### src/rtl/hwl_pkg.sv
package hwl_pkg;
    localparam int ADDR_W = 8;
    localparam int DATA_W = 16;
    localparam int TM_W   = 8;
    localparam int SYNC_STAGES = 2;

    localparam logic [ADDR_W-1:0] UNLOCK_ADDR = 8'h7C;
    localparam logic [ADDR_W-1:0] TMODE_ADDR  = 8'h84;
    localparam logic [DATA_W-1:0] UNLOCK_KEY  = 16'hAA37;

    localparam int TM_FHS  = 7;
    localparam int TM_FFS  = 4;
    localparam int TM_PRBS = 3;
    localparam int TM_K    = 2;
    localparam int TM_J    = 1;
    localparam int TM_SE0  = 0;
    localparam logic [TM_W-1:0] TM_KEEP_MASK = 8'b1001_1111;

    typedef enum logic [1:0] {
        LK_OPEN     = 2'd0,
        LK_ASLEEP   = 2'd1,
        LK_WAIT_KEY = 2'd2
    } lock_st_e;

    typedef struct packed {
        logic              wr;
        logic              rd;
        logic [ADDR_W-1:0] addr;
        logic [DATA_W-1:0] data;
    } hcmd_t;

    function automatic logic [TM_W-1:0] tm_clean(input logic [TM_W-1:0] v);
        return v & TM_KEEP_MASK;
    endfunction

    function automatic logic tm_legal(input logic [TM_W-1:0] v);
        logic speed_clash;
        int   line_cnt;
        speed_clash = v[TM_FHS] & v[TM_FFS];
        line_cnt = int'(v[TM_PRBS]) + int'(v[TM_K]) + int'(v[TM_J]) + int'(v[TM_SE0]);
        return !speed_clash && (line_cnt <= 1);
    endfunction

    function automatic logic is_key_write(input hcmd_t c);
        return c.wr && (c.addr == UNLOCK_ADDR) && (c.data == UNLOCK_KEY);
    endfunction
endpackage

### src/rtl/hwl_sync.sv
module hwl_sync
    import hwl_pkg::*;
#(
    parameter int STAGES = SYNC_STAGES
) (
    input  logic              clk,
    input  logic              rst,
    input  logic              cs_n,
    input  logic              wr_n,
    input  logic              rd_n,
    input  logic [ADDR_W-1:0] addr,
    input  logic [DATA_W-1:0] data,
    output hcmd_t             cmd
);
    localparam int NSTROBE = 3;
    localparam int LAST    = STAGES - 1;
    localparam int IDX_CS  = 0;
    localparam int IDX_WR  = 1;
    localparam int IDX_RD  = 2;

    logic [NSTROBE-1:0] raw_n;
    logic [NSTROBE-1:0] synced_n;
    logic [NSTROBE-1:0] prev_n;
    logic               wr_fall;
    logic               rd_fall;

    assign raw_n = {rd_n, wr_n, cs_n};

    for (genvar g = 0; g < NSTROBE; g++) begin : g_chain
        logic [STAGES-1:0] sh;
        always_ff @(posedge clk) begin
            if (rst) begin
                sh        <= '1;
                prev_n[g] <= 1'b1;
            end else begin
                sh        <= {sh[LAST-1:0], raw_n[g]};
                prev_n[g] <= sh[LAST];
            end
        end
        assign synced_n[g] = sh[LAST];
    end

    assign wr_fall = !synced_n[IDX_WR] && prev_n[IDX_WR] && !synced_n[IDX_CS];
    assign rd_fall = !synced_n[IDX_RD] && prev_n[IDX_RD] && !synced_n[IDX_CS];

    always_ff @(posedge clk) begin
        if (rst) begin
            cmd <= '0;
        end else begin
            cmd.wr <= wr_fall;
            cmd.rd <= rd_fall;
            if (wr_fall || rd_fall) begin
                cmd.addr <= addr;
                cmd.data <= data;
            end
        end
    end
endmodule

### src/rtl/hwl_lock.sv
module hwl_lock
    import hwl_pkg::*;
(
    input  logic     clk,
    input  logic     rst,
    input  logic     suspend,
    input  logic     resume,
    input  logic     host_pwr,
    input  hcmd_t    cmd,
    output lock_st_e st,
    output logic     wr_open
);
    lock_st_e st_nx;
    logic     arm;

    assign arm = suspend && !host_pwr;

    always_comb begin
        st_nx = st;
        unique case (st)
            LK_OPEN:     if (arm) st_nx = LK_ASLEEP;
            LK_ASLEEP:   if (resume) st_nx = LK_WAIT_KEY;
            LK_WAIT_KEY: begin
                if (arm)                    st_nx = LK_ASLEEP;
                else if (is_key_write(cmd)) st_nx = LK_OPEN;
            end
            default:     st_nx = LK_ASLEEP;
        endcase
    end

    always_ff @(posedge clk) begin
        if (rst) st <= LK_OPEN;
        else     st <= st_nx;
    end

    assign wr_open = (st == LK_OPEN);
endmodule

### src/rtl/hwl_tmode.sv
module hwl_tmode
    import hwl_pkg::*;
(
    input  logic            clk,
    input  logic            rst,
    input  logic            bus_rst,
    input  logic            wr_en,
    input  logic [TM_W-1:0] wdata,
    output logic [TM_W-1:0] tm,
    output logic            err
);
    logic frozen;

    assign frozen = (tm != '0);

    always_ff @(posedge clk) begin
        if (rst) begin
            tm  <= '0;
            err <= 1'b0;
        end else begin
            if (bus_rst) err <= 1'b0;
            if (wr_en && !frozen) begin
                if (tm_legal(wdata)) tm  <= tm_clean(wdata);
                else                 err <= 1'b1;
            end
        end
    end
endmodule

### src/rtl/hostwr_lock_ctrl.sv
module hostwr_lock_ctrl
    import hwl_pkg::*;
(
    input  logic        clk,
    input  logic        rst,
    input  logic        bus_rst_i,
    input  logic        host_pwr_i,
    input  logic        suspend_i,
    input  logic        resume_i,
    input  logic        cs_n_i,
    input  logic        wr_n_i,
    input  logic        rd_n_i,
    input  logic [7:0]  addr_i,
    input  logic [15:0] data_i,
    output logic        reg_we_o,
    output logic        reg_re_o,
    output logic [7:0]  reg_addr_o,
    output logic [15:0] reg_wdata_o,
    output logic        locked_o,
    output logic [7:0]  test_mode_o,
    output logic        tm_err_o
);
    hcmd_t    cmd;
    lock_st_e lk_st;
    logic     wr_open;
    logic     local_addr;
    logic     tm_wr;

    hwl_sync #(.STAGES(SYNC_STAGES)) u_sync (
        .clk  (clk),
        .rst  (rst),
        .cs_n (cs_n_i),
        .wr_n (wr_n_i),
        .rd_n (rd_n_i),
        .addr (addr_i),
        .data (data_i),
        .cmd  (cmd)
    );

    hwl_lock u_lock (
        .clk      (clk),
        .rst      (rst),
        .suspend  (suspend_i),
        .resume   (resume_i),
        .host_pwr (host_pwr_i),
        .cmd      (cmd),
        .st       (lk_st),
        .wr_open  (wr_open)
    );

    assign local_addr = (cmd.addr == UNLOCK_ADDR) || (cmd.addr == TMODE_ADDR);
    assign tm_wr      = cmd.wr && wr_open && (cmd.addr == TMODE_ADDR);

    hwl_tmode u_tmode (
        .clk     (clk),
        .rst     (rst),
        .bus_rst (bus_rst_i),
        .wr_en   (tm_wr),
        .wdata   (cmd.data[TM_W-1:0]),
        .tm      (test_mode_o),
        .err     (tm_err_o)
    );

    assign reg_we_o    = cmd.wr && wr_open && !local_addr;
    assign reg_re_o    = cmd.rd;
    assign reg_addr_o  = cmd.addr;
    assign reg_wdata_o = cmd.data;
    assign locked_o    = (lk_st != LK_OPEN);
endmodule

### config.mk
export PLATFORM = sky130hd
export DESIGN_NAME = hostwr_lock_ctrl
export DESIGN_NICKNAME = d
export VERILOG_FILES = /design/src/rtl/hwl_pkg.sv /design/src/rtl/hwl_sync.sv /design/src/rtl/hwl_lock.sv /design/src/rtl/hwl_tmode.sv /design/src/rtl/hostwr_lock_ctrl.sv
export SDC_FILE = /design/constraint.sdc
export NUM_CORES = 1
export LEC_CHECK = 0
export ABC_CLOCK_PERIOD_IN_PS = 2400
export BUFFER_PORTS_ARGS = -buffer_cell sky130_fd_sc_hd__buf_2
export CAP_MARGIN = 0
export CELL_PAD_IN_SITES_DETAIL_PLACEMENT = 1
export CELL_PAD_IN_SITES_GLOBAL_PLACEMENT = 1
export CORE_UTILIZATION = 30
export DETAILED_ROUTE_END_ITERATION = 10
export GPL_TIMING_DRIVEN = 1
export PLACE_DENSITY = 0.78
export REMOVE_ABC_BUFFERS = 1
export SYNTH_ARGS = -nofsm -noshare
export SYNTH_HDL_FRONTEND = slang
export SYNTH_SLANG_ARGS = --single-unit
### constraint.sdc
create_clock -name clk -period 2.4 [get_ports clk]
set_clock_uncertainty 0.2 [all_clocks]
set_input_delay 0.48 -clock clk [delete_from_list [all_inputs] [get_ports clk]]
set_output_delay 0.48 -clock clk [all_outputs]
set_load 0.005 [all_outputs]
==> results.toml, run 1 <==
[outcome]
outcome = "completed"

[grt]
grt_pass1_vias = 1362
grt_pass1_wl_um = 6690
grtUsageTotal = 0.136
overflow = 0
grt_max_degree = 22
antenna_found_initial = 0

[die]
die_x_um = 80.8
fp.coreArea_sq_um = 5960
die_area_sq_um = 6520
die_h_um = 80.8
rows = 28
io_pins = 69
start_util = 0.313

[placement]
dp_hpwl_um = 3090
gp_congestion = 0.700
port_buffers = 66
placed_area_sq_um = 2090

[pwr]
swShare = 0.218
pwr-share-clk = 0.410
power_frac_seq = 0.533
p_int_mw = 1.08
power.leakage_nw = 1.00
power.density_nw_per_um2 = 624
switchingPower_mw = 0.301
ir_drop_v = 0.000234
p_total_mw = 1.38
p_comb_frac = 0.057

[route]
drc_errors = 0
topRoutingLayerUsed = "met4"
met3_length_um = 239
routed_wl_um = 4010
wl_met2_um = 1860
routedWlPerCell_um = 13.4
drtIter0Drc = 25
vias_per_cell = 4.53
dr.pass1.iters = 4
drtAntennaViolNets = 0
wl_met1_um = 1870
vias = 1360

[yosys]
yosys.area.top_type_share = 0.462
synth_cells = 178
ys_seq_area_frac = 0.462
yosysWarningCount = 0
synth_common_cells = "43 x dfxtp_1, 26 x buf_4, 26 x nor2_1"
netlist_area_sq_um = 1860
synthArstFlopShare = 0
yosys_register_bits = 43
synthFlopType = "dfxtp_1"
yosys.area.top_type = "dfxtp_1"
synth.most_common_cell = "dfxtp_1"
syn_avg_cell_area_sq_um = 10.5
synth_area_leaders = "dfxtp_1 46%, mux2i_1 13%, buf_4 10%"
yosysUniqueCellTypes = 32
synth-edff-count = 0

[sta]
fin_tns_setup_ns = 0
rsz0062_at_grt = "no"
setup_viol_count_final = 0
hold_viol_final = 0
period_share = 0.914
final.min_clock_period_ns = 2.19
fmax_ghz = 0.456
slew_violations = 0

[setup_path]
endpoint_kind = "flop"
cp_max_fo = 6
cp-start-kind = "flop"
path_class = "reg2reg"
worstPathRequired_ns = 2.44
critical_path_arrival_ns = 2.23

[min_path]
hp-class = "in2reg"

[final_layout]
design_area_sq_um = 2210
area_delta_synth_final_pct = 18.8
diodes = 0
layout.nets = 260
fin_util = 0.371
layout-drive-gt1-share = 0.418

[clocking]
clkLatencyLatePin_ns = 0.30
clkSinkCount = 43
numCtsBuffers = 5
cts_resized = 0
clockBufferDepth = 2
clk_pin_slew_ns = 0.09
cts_setup_buffers = 0
h-tree-depth = 2
cts-root-buf = "clkbuf_8"
cts_hold_buf = 0
cts_tree = "built"

[flow_run]
cap_violations = 0
kinds of logic (layout without fill, tap and decap cells):
| logic type | count (synthesis) | count (layout) | synth area share |
|---|---|---|---|
| flops | 43 | 43 | 0.462 |
| simple gates | 58 | 58 | 0.194 |
| other cells | 1 | 2 | 0.00201 |
| buf+inv | 36 | 82 | 0.137 |
| compound gates | 13 | 13 | 0.0551 |
| fa+ha+maj | 3 | 3 | 0.0202 |
| mux | 24 | 24 | 0.129 |
cell type report:
cell class	instances	area (sq um)
clock inverter	3	43.8
clock buffer	5	68.8
sequential	43	861
timing repair buffer	70	373
fill	713	3740
inverter	4	15.0
multi-input combinational	100	757
tap	75	93.8
worst max-delay path, cell delays in order, from the launching register on:
cell     delay, ns
dfxtp_1       0.35
inv_1         0.05
ha_1          0.26
inv_1         0.04
ha_1          0.27
a211o_1       0.29
a21oi_1       0.17
nor4b_4       0.21
buf_4         0.17
a22o_1        0.11
metal layers:
metal  vias up  track usage
met5         -            0
li1        671            -
met3         4       0.0404
met2        46        0.224
met4         0       0.0482
met1       639        0.169
registers in the layout (all words and copies together) (netlist names):
signal and flops:
u_sync.g_chain.sh 6, u_sync.cmd 26, u_tmode.err 1, u_tmode.tm 6, u_lock.st 2, u_sync.prev_n 2
stage by stage:
| step | hold slack, ns | std cells | worst slack, ns |
|---|---|---|---|
| 3_5_place_dp | 0.199 | 291 | 0.168 |
| 3_3_place_gp | 0.194 | 291 | 0.253 |
| 4_1_cts | 0.147 | 299 | 0.142 |
| 6_report | 0.162 | 300 | 0.206 |
| 5_1_grt | 0.148 | 300 | 0.0528 |
| 2_1_floorplan | 0.189 | 147 | 0.272 |
final timing paths:
path	startpoint	endpoint	slack, ns	cells after the start
max	u_sync.cmd[3]	u_tmode.tm[7]	0.21	9
min	rd_n_i	u_sync.g_chain[2].sh[0]	0.16	2
max reg2reg	u_sync.cmd[3]	u_tmode.tm[7]	0.21	9
min reg2reg	u_sync.g_chain[1].sh[0]	u_sync.g_chain[1].sh[1]	0.22	1
cells in the final DEF, fill, tap and decap left out:
cell type	n
nor4_1	1
nand4b_1	1
nand3_1	3
inv_1	4
and4b_1	1
clkinv_2	1
nand2_1	1
nor4b_4	1
buf_4	3
or2_2	9
nor3b_1	3
bufinv_16	1
conb_1	2
a211o_1	1
clkinv_4	1
a21oi_4	1
nor4bb_1	1
buf_12	1
nand3_2	1
nand2b_1	2
and3_1	1
o311ai_0	1
a22o_1	6
nor3b_4	1
clkbuf_8	5
nor2_1	26
and3_2	2
nor4b_1	1
nor4_4	1
buf_2	66
nand3b_1	2
mux2i_1	24
dfxtp_1	43
a21oi_1	3
o41ai_1	1
ha_1	3
power groups by stage:
stage               registers (mW)  clock network (mW)  logic, mW
finish                       0.736               0.566     0.0783
global route                 0.738               0.621     0.0892
CTS                          0.736               0.588     0.0801
detailed placement           0.753                   0     0.0799
global placement             0.752                   0     0.0779
floorplan                    0.751                   0     0.0298
Power figures use the tool's default switching activity.
==> run 2, diff against run 1 <==
Settings changed: CORE_ASPECT_RATIO set to 1.1, HOLD_SLACK_MARGIN set to 0.15, PLACE_DENSITY 0.78 to not set, PLACE_DENSITY_LB_ADDON set to 0.1.
==> run 2 against run 1 <==
Compared with the run above: die area barely moved; final cell count rose by 0.67%; register-to-register slack barely moved; hold slack improved by 0.0099 ns; wire length rose by 2.9%; count of clock-buffer cells in the layout rose by 2; global-route usage fell by 0.21 points; critical path depth fell by 1; total power fell by 9.7%; first-iteration DRC count rose by 80%; clock power fell by 24%; sequential power barely moved; critical path type unchanged; largest cell class unchanged.
==> results.toml, run 2 (synthesis gave the netlist of run 1 again) <==
[min_path]
hp-class = "in2reg"

[grt]
grt_pass1_vias = 1426
overflow = 0
grt_pass1_wl_um = 6790
grtUsageTotal = 0.134
antenna_found_initial = 0
grt_max_degree = 26

[flow_run]
cap_violations = 0

[setup_path]
slowest_stage = "dfxtp_1"
critical_path_arrival_ns = 2.22
cp-start-kind = "flop"
cp_max_fo = 6
crit_path_frequent_cell = "ha_1"
slowest_delay_ns = 0.35
crit_chain = "ha_1 > inv_1 > ha_1 > a211o_1 > a21oi_1 > nor4b_4 > buf_4 > a22o_1"
r2r_setup_slack_ns = 0.21
path_class = "reg2reg"
worstPathRequired_ns = 2.43
crit_buf_inv = 2
critPathTopFamily = "compound AO/OA/AOI/OAI gates"
endpoint_kind = "flop"

[clocking]
clkSinkCount = 43
clk_pin_slew_ns = 0.08
numCtsBuffers = 5
clkLatencyLatePin_ns = 0.28
cts-root-buf = "clkbuf_8"
clockBufferDepth = 2
cts_tree = "built"
h-tree-depth = 2

[route]
wl_met1_um = 1780
routed_wl_um = 4130
drc_errors = 0
drtIter0Drc = 45
topRoutingLayerUsed = "met4"
dr.pass1.iters = 4
met3_length_um = 326
routedWlPerCell_um = 13.7
drtAntennaViolNets = 0
wl_met2_um = 1990
vias_per_cell = 4.45
vias = 1345

[placement]
pre_cts_slack_ns = 0.141
port_buffers = 66
dp_hpwl_um = 3230
gp_congestion = 0.795

[final_layout]
layout-drive-gt1-share = 0.409
layout_commonest_cell = "buf_2"
area_delta_synth_final_pct = 17.3
layout.nets = 260
mostFrequentLayoutCells = "66 x buf_2, 43 x dfxtp_1, 26 x nor2_1"
largest_reg_flops = 26
fill_cells = 698
diodes = 0
fin_util = 0.371
regMostFlops = "u_sync.cmd"
reg.largest.list = "u_sync.cmd x26, u_sync.g_chain.sh x6, u_tmode.tm x6"

[sta]
period_share = 0.914
rsz0062_at_grt = "no"
setup_viol_count_final = 0
slew_violations = 0
fmax_ghz = 0.456
fin_tns_setup_ns = 0
final.min_clock_period_ns = 2.19
finalWorstSetupSlack_ns = 0.207
hold_viol_final = 0

[die]
die_h_um = 84.6
fp.coreArea_sq_um = 5880
start_util = 0.317
rows = 29
io_pins = 69
die_x_um = 77.1
die_area_sq_um = 6530

[pwr]
p_int_mw = 0.973
switchingPower_mw = 0.273
pwr-share-clk = 0.346
swShare = 0.219
power_frac_seq = 0.590
power.leakage_nw = 0.985
p_comb_frac = 0.064
ir_drop_v = 0.000188
power.density_nw_per_um2 = 571

[outcome]
outcome = "completed"
run 2: final cells by class:
| cell class | instances | area (sq um) | share of cell area |
|---|---|---|---|
| clock buffers | 7 | 76.3 | 0.0350 |
| clock inverters | 1 | 5.00 | 0.00229 |
| inverters | 4 | 15.0 | 0.00688 |
| multi-input cells | 100 | 757 | 0.347 |
| flip-flops and latches | 43 | 861 | 0.394 |
| well taps | 77 | 96.3 | 0.0441 |
| repair buffers | 70 | 373 | 0.171 |
run 2: final timing paths:
check | start | to | depth (start not counted)
setup reg to reg | u_sync.cmd[2] | u_tmode.tm[1] | 8
hold reg to reg | u_sync.g_chain[2].sh[0] | u_sync.g_chain[2].sh[1] | 1
hold / removal | rd_n_i | u_sync.g_chain[2].sh[0] | 2
setup / recovery | u_sync.cmd[2] | u_tmode.tm[1] | 8
run 2: power groups by stage:
| stage | combinational (mW) | sequential (mW) | clock [mW] |
|---|---|---|---|
| 3_3_place_gp | 0.0796 | 0.751 | 0 |
| 3_5_place_dp | 0.0816 | 0.752 | 0 |
| 4_1_cts | 0.0819 | 0.736 | 0.454 |
| 5_1_grt | 0.0896 | 0.738 | 0.501 |
| 6_report | 0.0799 | 0.735 | 0.430 |
| 2_1_floorplan | 0.0298 | 0.751 | 0 |
run 2: timing repair:
item | CTS | global route
hold buffers | 0 | 0
buffers inserted | 0 | 1
endpoints found under the setup margin | 0 | 1
gates resized for setup | 0 | 0
run 2: layer usage:
layer	GRT usage	vias up
li1	-	670
met1	0.153	623
met2	0.229	50
met3	0.0543	2
met4	0.0412	0
met5	0	-
run 2: stage by stage:
stage	area [sq um]	hold WS, ns	total power [mW]	instances
final	2180	0.172	1.25	302
after detailed placement	2090	0.199	0.834	293
after CTS	2180	0.159	1.27	301
after floorplan	1630	0.189	0.780	147
after global routing	2180	0.163	1.33	302
after global placement	2090	0.194	0.831	293
==> run 3, diff against run 2 <==
Settings changed: SETUP_SLACK_MARGIN set to 0.4.
==> run 3 against run 2 <==
Compared with the run above: final cell count rose by 2.6%; core utilization rose by 2.3 points; hold slack got worse by 0.00089 ns; critical path type unchanged; critical endpoint unchanged; largest power group unchanged.
==> results.toml, run 3 (synthesis gave the netlist of run 1 again) <==
[outcome]
outcome = "completed"

[setup_path]
slowest_stage = "dfxtp_2"
slowest_delay_ns = 0.34
critical_path_arrival_ns = 2.08
path_class = "reg2reg"
worstPathRequired_ns = 2.43
crit_chain = "inv_2 > ha_4 > inv_2 > ha_4 > a211o_1 > a21oi_2 > nor4b_4 > buf_4 > a22o_1"
endpoint_kind = "flop"
cp-start-kind = "flop"
cp_max_fo = 6

[grt]
grtUsageTotal = 0.140
grt_pass1_vias = 1467
grt_max_degree = 26
grt_pass1_wl_um = 7070
antenna_found_initial = 0
overflow = 0

[sta]
fin_tns_setup_ns = 0
setup_viol_count_final = 0
final.min_clock_period_ns = 2.05
fmax_ghz = 0.489
period_share = 0.853
slew_violations = 0
rsz0062_at_grt = "yes"
hold_viol_final = 0
holdWs_ns = 0.171

[die]
start_util = 0.317
rows = 29
fp.coreArea_sq_um = 5880
io_pins = 69
die_area_sq_um = 6530
die_x_um = 77.1
die_h_um = 84.6

[placement]
gp_congestion = 0.795
dp_hpwl_um = 3230
port_buffers = 66

[route]
vias = 1379
routedWlPerCell_um = 13.7
drc_errors = 0
vias_per_cell = 4.45
routed_wl_um = 4260
drtIter0Drc = 45
drtAntennaViolNets = 0
dr.pass1.iters = 4

[final_layout]
largest_reg_flops = 26
diodes = 0
mostFrequentLayoutCells = "65 x buf_2, 35 x dfxtp_1, 26 x nor2_1"
fin_util = 0.395
reg.largest.list = "u_sync.cmd x26, u_sync.g_chain.sh x6, u_tmode.tm x6"
layout-drive-gt1-share = 0.494
area_delta_synth_final_pct = 24.6
regMostFlops = "u_sync.cmd"
layout_commonest_cell = "buf_2"
layout.nets = 268

[clocking]
clkLatencyLatePin_ns = 0.29
numCtsBuffers = 5
cts-root-buf = "clkbuf_8"
clockBufferDepth = 2
clk_pin_slew_ns = 0.08
clkSinkCount = 43
h-tree-depth = 2
cts_tree = "built"

[flow_run]
cap_violations = 0

[pwr]
power.density_nw_per_um2 = 538
ir_drop_v = 0.000188
p_total_mw = 1.25
power.leakage_nw = 1.03

[min_path]
hp-class = "in2reg"
==> run 3: metrics by stage <==
| step | std cells | cell area, sq um | setup slack (ns) |
|---|---|---|---|
| after global placement | 293 | 2090 | 0.233 |
| after global routing | 310 | 2320 | 0.241 |
| after detailed placement | 293 | 2090 | 0.141 |
| after CTS | 309 | 2280 | 0.355 |
| after floorplan | 147 | 1630 | 0.272 |
| final | 310 | 2320 | 0.354 |
==> run 3: what timing repair did <==
item / in CTS / in global routing
gates resized for setup: 13 / 8
cloned: 0 / 0
hold buffers: 0 / 0
setup buffers: 8 / 1
hold endpoints to repair: 0 / 0
setup endpoints to repair: 7 / 8
pin swaps: 9 / 8
==> run 3: final cells by class <==
cell class	count	area, sq um
clock buffers	7	76.3
well taps	77	96.3
clock inverters	1	5.00
fillers	689	3560
inverters	4	15.0
multi-input cells	100	812
repair buffers	78	439
flip-flops and latches	43	876
==> run 3: final timing paths <==
check / start / to / slack (ns) / cells after the start
setup / recovery: u_sync.cmd[3] / u_tmode.tm[1] / 0.35 / 9
setup reg to reg: u_sync.cmd[3] / u_tmode.tm[1] / 0.35 / 9
hold reg to reg: u_sync.g_chain[2].sh[0] / u_sync.g_chain[2].sh[1] / 0.22 / 1
hold / removal: rd_n_i / u_sync.g_chain[2].sh[0] / 0.17 / 2
==> run 3: metal layers <==
layer / vias to the layer above / global-route usage / part of all wire
met5: - / 0 / 0
met4: 0 / 0.0412 / 0.0056
met3: 2 / 0.0533 / 0.079
met2: 52 / 0.239 / 0.49
met1: 641 / 0.161 / 0.43
li1: 684 / - / -
==> run 3: report_power, final <==
group / internal, mW / leakage [nW] / switching (mW)
combinational: 0.0446 / 0.632 / 0.0389
clock: 0.204 / 0.0422 / 0.226
sequential: 0.724 / 0.353 / 0.0104
==> run 3: critical path: cells and delay by family, from the launching register on <==
kind,cells,cell delay [ns]
buffers and inverters,3,0.26
adders and majority gates,2,0.47
DFF,1,0.34
and+or+nand+nor,1,0.20
AOI/OAI and AO/OA,3,0.53
